<file path="config.mk">
export PLATFORM = sky130hd
export DESIGN_NAME = codec_ctrl_regs
export DESIGN_NICKNAME = d
export VERILOG_FILES = /design/src/rtl/codec_ctrl_pkg.sv /design/src/rtl/ctrl_cmd_decode.sv /design/src/rtl/ctrl_reg_bank.sv /design/src/rtl/ctrl_mode_map.sv /design/src/rtl/codec_ctrl_regs.sv
export SDC_FILE = /design/constraint.sdc
export NUM_CORES = 1
export LEC_CHECK = 0
export ABC_AREA = 1
export CAP_MARGIN = 20
export CORE_MARGIN = 8
export CORE_UTILIZATION = 46
export DETAILED_ROUTE_END_ITERATION = 8
export GPL_TIMING_DRIVEN = 1
export HOLD_SLACK_MARGIN = 0.03
export PLACE_DENSITY = 0.76
export SLEW_MARGIN = 20
export SYNTH_ARGS = -nofsm -noshare
export SYNTH_HDL_FRONTEND = slang
export SYNTH_SLANG_ARGS = --single-unit
</file>
<file path="constraint.sdc">
create_clock -name clk -period 0.8 [get_ports clk]
set_clock_uncertainty 0.05 [all_clocks]
set_input_delay 0.2 -clock clk [delete_from_list [all_inputs] [get_ports clk]]
set_output_delay 0.2 -clock clk [all_outputs]
set_load 0.1 [all_outputs]
</file>
<file path="src/rtl/codec_ctrl_pkg.sv">
package codec_ctrl_pkg;
    localparam int CMD_W    = 16;
    localparam int DATA_W   = 8;
    localparam int ADDR_W   = 3;
    localparam int NUM_REGS = 5;

    // field positions inside a command word
    localparam int RD_BIT    = 12;
    localparam int ADDR_LSB  = 9;
    localparam int NOOP_LSB  = 9;

    // register indices and bit positions the modes depend on
    localparam logic [ADDR_W-1:0] REG_CTRL1 = 3'd1;
    localparam logic [ADDR_W-1:0] REG_RATE  = 3'd2;
    localparam logic [ADDR_W-1:0] REG_MODE  = 3'd3;
    localparam logic [ADDR_W-1:0] LAST_ADDR = ADDR_W'(NUM_REGS - 1);
    localparam int OVF_BIT   = 7;
    localparam int SRST_BIT  = 3;
    localparam int FIRBY_BIT = 2;
    localparam int TEST_HI   = 7;
    localparam int TEST_LO   = 6;
    localparam int FSRC_BIT  = 4;
    localparam int FVAL_BIT  = 3;
    localparam int PATH_HI   = 2;
    localparam int PATH_LO   = 1;
    localparam logic [DATA_W-1:0] RATE_DEFAULT = 8'h20;

    typedef logic [NUM_REGS-1:0][DATA_W-1:0] regs_t;

    function automatic regs_t default_regs();
        regs_t r;
        for (int i = 0; i < NUM_REGS; i++) begin
            r[i] = (i == int'(REG_RATE)) ? RATE_DEFAULT : '0;
        end
        return r;
    endfunction
endpackage

</file>
<file path="src/rtl/ctrl_cmd_decode.sv">
module ctrl_cmd_decode
    import codec_ctrl_pkg::*;
(
    input  logic              cmd_valid,
    input  logic [CMD_W-1:0]  cmd_word,
    input  logic              en,
    output logic              wr_en,
    output logic              rd_en,
    output logic [ADDR_W-1:0] addr,
    output logic [DATA_W-1:0] data
);
    logic noop;
    logic unused_spare;

    always_comb begin
        noop         = (cmd_word[CMD_W-1:NOOP_LSB] == '0);
        addr         = cmd_word[ADDR_LSB +: ADDR_W];
        data         = cmd_word[DATA_W-1:0];
        rd_en        = cmd_valid && en && cmd_word[RD_BIT];
        wr_en        = cmd_valid && en && !cmd_word[RD_BIT] && !noop;
        unused_spare = cmd_word[DATA_W];
    end
endmodule

</file>
<file path="src/rtl/ctrl_reg_bank.sv">
module ctrl_reg_bank
    import codec_ctrl_pkg::*;
(
    input  logic              clk,
    input  logic              rst_n,
    input  logic              en,
    input  logic              wr_en,
    input  logic              rd_en,
    input  logic [ADDR_W-1:0] addr,
    input  logic [DATA_W-1:0] wdata,
    input  logic              ovf_event,
    input  logic              is_master,
    output regs_t             regs,
    output logic              rsp_valid,
    output logic [CMD_W-1:0]  rsp_word,
    output logic              soft_rst
);
    typedef struct packed {
        regs_t            regs;
        logic             ovf;
        logic             rsp_valid;
        logic [CMD_W-1:0] rsp_word;
        logic             srst;
    } state_t;

    state_t state_d, state_q;
    logic              in_range;
    logic [DATA_W-1:0] rdata;
    logic [DATA_W-1:0] wval;

    always_comb begin
        state_d           = state_q;
        state_d.rsp_valid = 1'b0;
        state_d.srst      = 1'b0;
        in_range          = (addr != '0) && (addr <= LAST_ADDR);
        rdata             = in_range ? state_q.regs[addr] : '0;
        if (addr == REG_CTRL1) rdata[OVF_BIT] = state_q.ovf;
        wval = wdata;
        if (addr == REG_CTRL1) begin
            wval[OVF_BIT]  = 1'b0;
            wval[SRST_BIT] = 1'b0;
        end

        if (en && ovf_event) state_d.ovf = 1'b1;

        if (wr_en) begin
            if (addr == REG_CTRL1 && wdata[SRST_BIT]) begin
                state_d.regs = default_regs();
                state_d.ovf  = 1'b0;
                state_d.srst = 1'b1;
            end else if (in_range) begin
                state_d.regs[addr] = wval;
            end
        end

        if (rd_en) begin
            state_d.rsp_valid = 1'b1;
            state_d.rsp_word  = {is_master, 2'b00, 1'b1, addr, 1'b0, rdata};
            if (addr == REG_CTRL1 && !ovf_event) state_d.ovf = 1'b0;
            if (state_q.regs[REG_MODE][TEST_HI:TEST_LO] == 2'b11)
                state_d.regs[REG_MODE][TEST_HI:TEST_LO] = 2'b00;
        end
    end

    always_ff @(posedge clk or negedge rst_n) begin
        if (!rst_n) begin
            state_q.regs      <= default_regs();
            state_q.ovf       <= 1'b0;
            state_q.rsp_valid <= 1'b0;
            state_q.rsp_word  <= '0;
            state_q.srst      <= 1'b0;
        end else begin
            state_q <= state_d;
        end
    end

    assign regs      = state_q.regs;
    assign rsp_valid = state_q.rsp_valid;
    assign rsp_word  = state_q.rsp_word;
    assign soft_rst  = state_q.srst;

    assert_ovf_sticky_R4: assert property (@(posedge clk) disable iff (!rst_n)
        state_q.ovf && !(rd_en && addr == REG_CTRL1)
            && !(wr_en && addr == REG_CTRL1 && wdata[SRST_BIT]) |=> state_q.ovf);

    assert_ovf_read_clear_R4: assert property (@(posedge clk) disable iff (!rst_n)
        rd_en && addr == REG_CTRL1 && !ovf_event |=> !state_q.ovf);

    assert_soft_reset_R5: assert property (@(posedge clk) disable iff (!rst_n)
        wr_en && addr == REG_CTRL1 && wdata[SRST_BIT]
            |=> soft_rst && !state_q.ovf && state_q.regs == default_regs());

    assert_rsp_after_read_R2: assert property (@(posedge clk) disable iff (!rst_n)
        rd_en |=> rsp_valid && rsp_word[RD_BIT]);

    assert_no_rsp_without_read_R2: assert property (@(posedge clk) disable iff (!rst_n)
        !rd_en |=> !rsp_valid);

    assert_read_ends_evt_R7: assert property (@(posedge clk) disable iff (!rst_n)
        rd_en |=> state_q.regs[REG_MODE][TEST_HI:TEST_LO] != 2'b11);

    assert_hold_in_pd_R10: assert property (@(posedge clk) disable iff (!rst_n)
        !en |=> $stable(state_q.regs) && $stable(state_q.ovf));
endmodule

</file>
<file path="src/rtl/ctrl_mode_map.sv">
module ctrl_mode_map
    import codec_ctrl_pkg::*;
(
    input  logic        clk,
    input  logic        rst_n,
    input  logic        fir_sel,
    input  logic [1:0]  test_sel,
    input  logic [1:0]  path_sel,
    input  logic        flag_src,
    input  logic        flag_val,
    input  logic        sec_interval,
    output logic        fir_bypass,
    output logic        loop_analog,
    output logic        loop_digital,
    output logic        evt_mon,
    output logic        adc_off,
    output logic        dac_off,
    output logic        soft_pd,
    output logic        flag_pin
);
    always_comb begin
        fir_bypass   = fir_sel;
        loop_analog  = (test_sel == 2'b01);
        loop_digital = (test_sel == 2'b10);
        evt_mon      = (test_sel == 2'b11);
        adc_off      = (path_sel == 2'b01);
        dac_off      = (path_sel == 2'b10);
        soft_pd      = (path_sel == 2'b11);
        flag_pin     = flag_src ? flag_val : sec_interval;
    end

    assert_test_mode_onehot_R6: assert property (@(posedge clk) disable iff (!rst_n)
        $onehot0({loop_analog, loop_digital, evt_mon}));

    assert_path_onehot_R8: assert property (@(posedge clk) disable iff (!rst_n)
        $onehot0({adc_off, dac_off, soft_pd}));

    assert_flag_source_R9: assert property (@(posedge clk) disable iff (!rst_n)
        !flag_src |-> flag_pin == sec_interval);
endmodule

</file>
<file path="src/rtl/codec_ctrl_regs.sv">
module codec_ctrl_regs
    import codec_ctrl_pkg::*;
(
    input  logic        clk,
    input  logic        rst_n,
    input  logic        hw_pd_n,
    input  logic        is_master,
    input  logic        cmd_valid,
    input  logic [15:0] cmd_word,
    input  logic        ovf_event,
    input  logic        sec_interval,
    output logic        rsp_valid,
    output logic [15:0] rsp_word,
    output logic        fir_bypass,
    output logic        loop_analog,
    output logic        loop_digital,
    output logic        evt_mon,
    output logic        adc_off,
    output logic        dac_off,
    output logic        soft_pd,
    output logic        flag_pin,
    output logic        soft_rst
);
    logic              wr_en, rd_en;
    logic [ADDR_W-1:0] addr;
    logic [DATA_W-1:0] data;
    regs_t             regs;

    ctrl_cmd_decode u_decode (
        .cmd_valid (cmd_valid),
        .cmd_word  (cmd_word),
        .en        (hw_pd_n),
        .wr_en     (wr_en),
        .rd_en     (rd_en),
        .addr      (addr),
        .data      (data)
    );

    ctrl_reg_bank u_bank (
        .clk       (clk),
        .rst_n     (rst_n),
        .en        (hw_pd_n),
        .wr_en     (wr_en),
        .rd_en     (rd_en),
        .addr      (addr),
        .wdata     (data),
        .ovf_event (ovf_event),
        .is_master (is_master),
        .regs      (regs),
        .rsp_valid (rsp_valid),
        .rsp_word  (rsp_word),
        .soft_rst  (soft_rst)
    );

    ctrl_mode_map u_modes (
        .clk          (clk),
        .rst_n        (rst_n),
        .fir_sel      (regs[REG_CTRL1][FIRBY_BIT]),
        .test_sel     (regs[REG_MODE][TEST_HI:TEST_LO]),
        .path_sel     (regs[REG_MODE][PATH_HI:PATH_LO]),
        .flag_src     (regs[REG_MODE][FSRC_BIT]),
        .flag_val     (regs[REG_MODE][FVAL_BIT]),
        .sec_interval (sec_interval),
        .fir_bypass   (fir_bypass),
        .loop_analog  (loop_analog),
        .loop_digital (loop_digital),
        .evt_mon      (evt_mon),
        .adc_off      (adc_off),
        .dac_off      (dac_off),
        .soft_pd      (soft_pd),
        .flag_pin     (flag_pin)
    );

    assert_noop_silent_R3: assert property (@(posedge clk) disable iff (!rst_n)
        cmd_valid && hw_pd_n && cmd_word[15:9] == 7'd0
            |=> !rsp_valid && !soft_rst && $stable(regs));
endmodule

</file>
After elaboration in Yosys (flattened, before gate mapping)
Index checks and enable logic that the tools add are counted.
W data, S select, Z words.
{"block": "op_classes", "eq_ne": 7, "n_reduce_logical": 16, "magnitude_cmp": 3, "muxes": 21}
{"op": "$mux W40", "n": 2}
{"op": "$bwmux W40", "n": 1}
{"op": "$mux W33", "n": 1}
{"op": "$bmux W8 S3", "n": 1}
{"op": "$demux W8 S3", "n": 1}
{"op": "$mux W8", "n": 3}
{"op": "$mux W18", "n": 1}
{"op": "$logic_and A1 B1 Y1", "n": 9}
{"op": "$mux W1", "n": 9}
{"op": "$eq A2 B2 Y1 const B", "n": 4}
{"op": "$logic_not A7 Y1", "n": 1}
{"op": "$eq A2 B1 Y1 const B", "n": 2}
{"op": "$lt A3 B4 Y1 const B", "n": 1}
{"op": "$mux W2", "n": 2}
{"op": "$eq A3 B1 Y1 const B", "n": 1}
{"op": "$ge A3 B1 Y1 const B", "n": 1}
{"op": "$le A3 B3 Y1 const B", "n": 1}
{"op": "$logic_not A1 Y1", "n": 3}
{"op": "$reduce_bool A3 Y1", "n": 1}
{"op": "$reduce_and A2 Y1", "n": 1}
{"op": "$reduce_bool A2 Y1", "n": 1}
{"block": "totals", "input_bits": 23, "regBits": 56, "out_inout_bits": 26, "elab_cells": 57}

Depth between registers and ports, before layout
{"block": "logic_depth", "word_depth": 10, "depth_mapped": 8, "ltp_nobuf": 8}

By module
A second synthesis with hierarchy kept.
{"block": "unflattened", "hier_cells": 445, "hier_area_um2": 3333.2}
{"mod": "ctrl_reg_bank", "cells_each": 407, "area_per_inst_um2": 3139.3, "seq_area_each_um2": 1402.6, "n_inst": 1}
{"mod": "ctrl_cmd_decode", "cells_each": 21, "area_per_inst_um2": 126.4, "seq_area_each_um2": 0.0, "n_inst": 1}
{"mod": "ctrl_mode_map", "cells_each": 17, "area_per_inst_um2": 67.6, "seq_area_each_um2": 0.0, "n_inst": 1}

Worst setup path before layout
No wires, ideal clock.
{"block": "synth_path", "kind": "register -> output", "startpoint": "register u_bank.regs[25] (netlist name)", "endpoint": "output adc_off", "setup_slack_ns": -1.125, "arrival_ns": 1.675, "path_buffers": 0, "required_ns": 0.550, "stages_incl_launch_ff": 3, "path_cell_list": "dfrtp_1 inv_1 nor2_1"}
{"block": "synth_between", "elab_chain_cells": 1}
{"item": "$eq A2 B1 Y1", "line_no": "ctrl_mode_map.sv:26", "source": "adc_off = (path_sel == 2'b01);"}
{"item": "end, declared", "line_no": "codec_ctrl_regs.sv:18", "source": "output logic adc_off,"}
Every way passes these cells.

Final worst setup path
{"block": "layout_path", "startpoint": "register u_bank.regs[30] (netlist name)", "endpoint": "output evt_mon"}
{"block": "layout_between", "elab_chain_cells": 1}
{"item": "$eq A2 B2 Y1", "line_no": "ctrl_mode_map.sv:25", "source": "evt_mon = (test_sel == 2'b11);"}
{"item": "end, declared", "line_no": "codec_ctrl_regs.sv:17", "source": "output logic evt_mon,"}
Every way passes these cells.

==> metrics.cfg <==
[layout]
fin_area_sq_mm=0.00424
num_antenna_cells=0
nFillCells=256
areaGrowthSynthToFinish_pct=78.5
drive_gt1_share_pct=54.0
num-nets-final=435

[pwr]
leakagePower_nw=2.07
combPwrFrac_pct=46.2
ir_drop_mv=2.42
pwr-share-seq_pct=37.1
power_frac_clock_pct=16.7
switchingPower_mw=3.63
p_sw_share_pct=41.9
intPower_mw=5.03
power_mw=8.66
power.density_mw_per_mm2=2040

[setup_path]
slowest_delay_ps=450
cp-start-kind=register
worstSetupEndpointType=output port
crit_chain=nand2_2, clkinvlp_4, buf_12
cpMaxStageDelayCell=dfrtp_2
path_max_fanout=4
cp_data_arrival_time_ps=1150
crit_type=reg -> out
crit_required_ps=550
r2r_slack_ps=-450

[placed_design]
hpwl_mm=5.06
placed_area_sq_mm=0.00347
dpl_worst_slack_ps=-1030
port_buffers=44
gp_congestion=0.894

[yosys]
ys_ff_latch=47
netlist_instances=314
avgSynthCellArea_sq_um=7.57
yosysWarningCount=0
synth_cell_types=22
yosysSeqAreaShare_pct=49.5
netlist_area_sq_mm=0.00238

[floorplan]
coreArea_sq_mm=0.00504
start_util_pct=47.1
fp-row-count=26
dieArea_sq_mm=0.00772
die_w_um=87.9
die_h_um=87.9
ios=49

[global_routing]
grt_use_total_pct=21.4
grt_pass1_wl_mm=12.5
antenna_found_initial=0
grt_overflow=0
grt_pass1_vias=2511
grt_max_degree=16

[timing]
hold_viol=18
hold_ws_ps=-289
drv_slew=0
setup_viol=69
fin_crit_ps=1400
rsz0062_at_grt=true
setup_ws_ps=-601
fin_crit_sh_pct=175
fmax_mhz=714

[routing]
antenna_left=0
drt-initial-drc-count=189
vias_per_cell=5.38
drc=0
dr.pass1.iters=5
wirelength_mm=9.24
routedWlPerCell_um=19.1
routed-via-count=2600

[clocking]
cts-root-buf=clkbuf_8
h-tree-depth=2
clk_latency_ps=310
cts_tree=done
clock_sink_count=47
cts_buffers=5
clk_pin_slew_ps=90
clk_path_buf_depth=2

[outcome]
violations=negative hold slack, negative setup slack
status=finished, violations left

[worst_hold_path]
hold_path_class=in -> async

[run]
drv_cap=0

## cell usage in the layout (no fill, tap or decap), drive strengths merged
cell / netlist / final
a21oi: 1 / 1
buf: 20 / 100
clkbuf: 3 / 7
clkdlybuf4s15: 0 / 1
clkdlybuf4s50: 0 / 9
clkinv: 1 / 1
clkinvlp: 0 / 4
conb: 1 / 3
dfrtp: 46 / 46
dfstp: 1 / 1
dlymetal6s2s: 0 / 1
inv: 30 / 28
nand2: 138 / 138
nand3: 21 / 21
nand4: 13 / 13
nor2: 19 / 19
nor3: 2 / 2
o21ai: 16 / 16
or2: 1 / 1
xor2: 1 / 1
## power groups by stage
stage	Combinational (mW)	Sequential [mW]	Clock (mW)
global placement	3.27	3.15	0
finish	4.01	3.21	1.44
CTS	3.69	3.14	1.42
detailed placement	3.31	3.16	0
global route	4.17	3.24	1.54
floorplan	2.20	3.16	0
## stage by stage
stage | instances | setup TNS (ps) | utilization (%)
after floorplan | 316 | -12600 | -
after global placement | 444 | -44770 | 68.9
after detailed placement | 444 | -46950 | 68.9
after CTS | 471 | -15200 | 78.8
after global routing | 483 | -20610 | 84.2
final | 483 | -18670 | 84.2
## final cells by class
| class | instances | area [sq um] | area share, % |
|---|---|---|---|
| clock buffer | 6 | 72.6 | 1.71 |
| clock inverter | 2 | 12.5 | 0.295 |
| inverter | 31 | 170 | 4.01 |
| multi-input combinational | 215 | 1350 | 31.8 |
| sequential | 47 | 1190 | 28.1 |
| tap | 70 | 87.6 | 2.06 |
| timing repair buffer | 112 | 1360 | 32.0 |
## routing by layer
layer  vias up  GRT usage, %  share of wire, %
met1      1220          25.0                37
met4         0          10.6               4.7
li1       1170             -                 -
met3        42          4.60               7.8
met5         -             0                 0
met2       168          36.2                50
## path summary, 6_finish.rpt
check | end | depth (start not counted) | startpoint
worst max register to register | u_bank.rsp_word[7] | 7 | u_bank.regs[31]
worst min-delay path | u_bank.soft_rst | 1 | rst_n
worst max-delay path | evt_mon | 3 | u_bank.regs[30]
max in group asynchronous | u_bank.regs[25] | 2 | rst_n
min in group clk | u_bank.regs[13] | 3 | cmd_word[5]
worst min register to register | u_bank.regs[19] | 2 | u_bank.regs[19]
## synth_stat cells
| cell | instances | share of area [%] |
|---|---|---|
| xor2_2 | 1 | 0.68 |
| nor2_4 | 1 | 0.47 |
| or2_2 | 1 | 0.26 |
| nand2_4 | 1 | 0.47 |
| nor2_1 | 15 | 2.4 |
| nand3_1 | 19 | 4.0 |
| nor3_1 | 2 | 0.42 |
| nand4_1 | 13 | 3.4 |
| clkinv_1 | 1 | 0.16 |
| nand2_1 | 137 | 22 |
| nor2_2 | 3 | 0.79 |
| conb_1 | 1 | 0.16 |
| dfstp_2 | 1 | 1.1 |
| inv_2 | 3 | 0.47 |
| nand3_2 | 2 | 0.84 |
| buf_2 | 3 | 0.63 |
| o21ai_0 | 16 | 3.4 |
| buf_4 | 17 | 5.4 |
| inv_1 | 27 | 4.3 |
| clkbuf_1 | 3 | 0.47 |
| a21oi_1 | 1 | 0.21 |
| dfrtp_1 | 46 | 48 |
## worst max-delay path, delay by kind of cell, from the launching register on
family / cells / cell delay (ps)
AND/OR/NAND/NOR: 1 / 100
buffers and inverters: 2 / 280
flip-flops: 1 / 450
## sequential cells by signal (all words and copies together), names as in the netlist
name,cells
u_bank.regs,31
u_bank.rsp_word,13
u_bank.soft_rst,1
u_bank.rsp_valid,1
u_bank.state_q,1
## cells by family (layout without fill, tap and decap cells)
logic type | Yosys count | count (layout) | share of synthesized area, %
AOI/OAI and AO/OA | 17 | 17 | 3.58
xor gates and xnor gates | 1 | 1 | 0.684
buffers and inverters | 54 | 151 | 11.4
DFF | 47 | 47 | 49.5
other | 1 | 3 | 0.158
and+or+nand+nor | 194 | 194 | 34.7
## repair_timing
action                                  CTS  global route
setup buffers                            19            13
endpoints found under the hold margin    46            22
resized for setup                       132            58
gates cloned                              2             1
pin swaps                                33            43
endpoints found under the setup margin   70            69
Note: power is estimated with default switching activity, not from simulation.
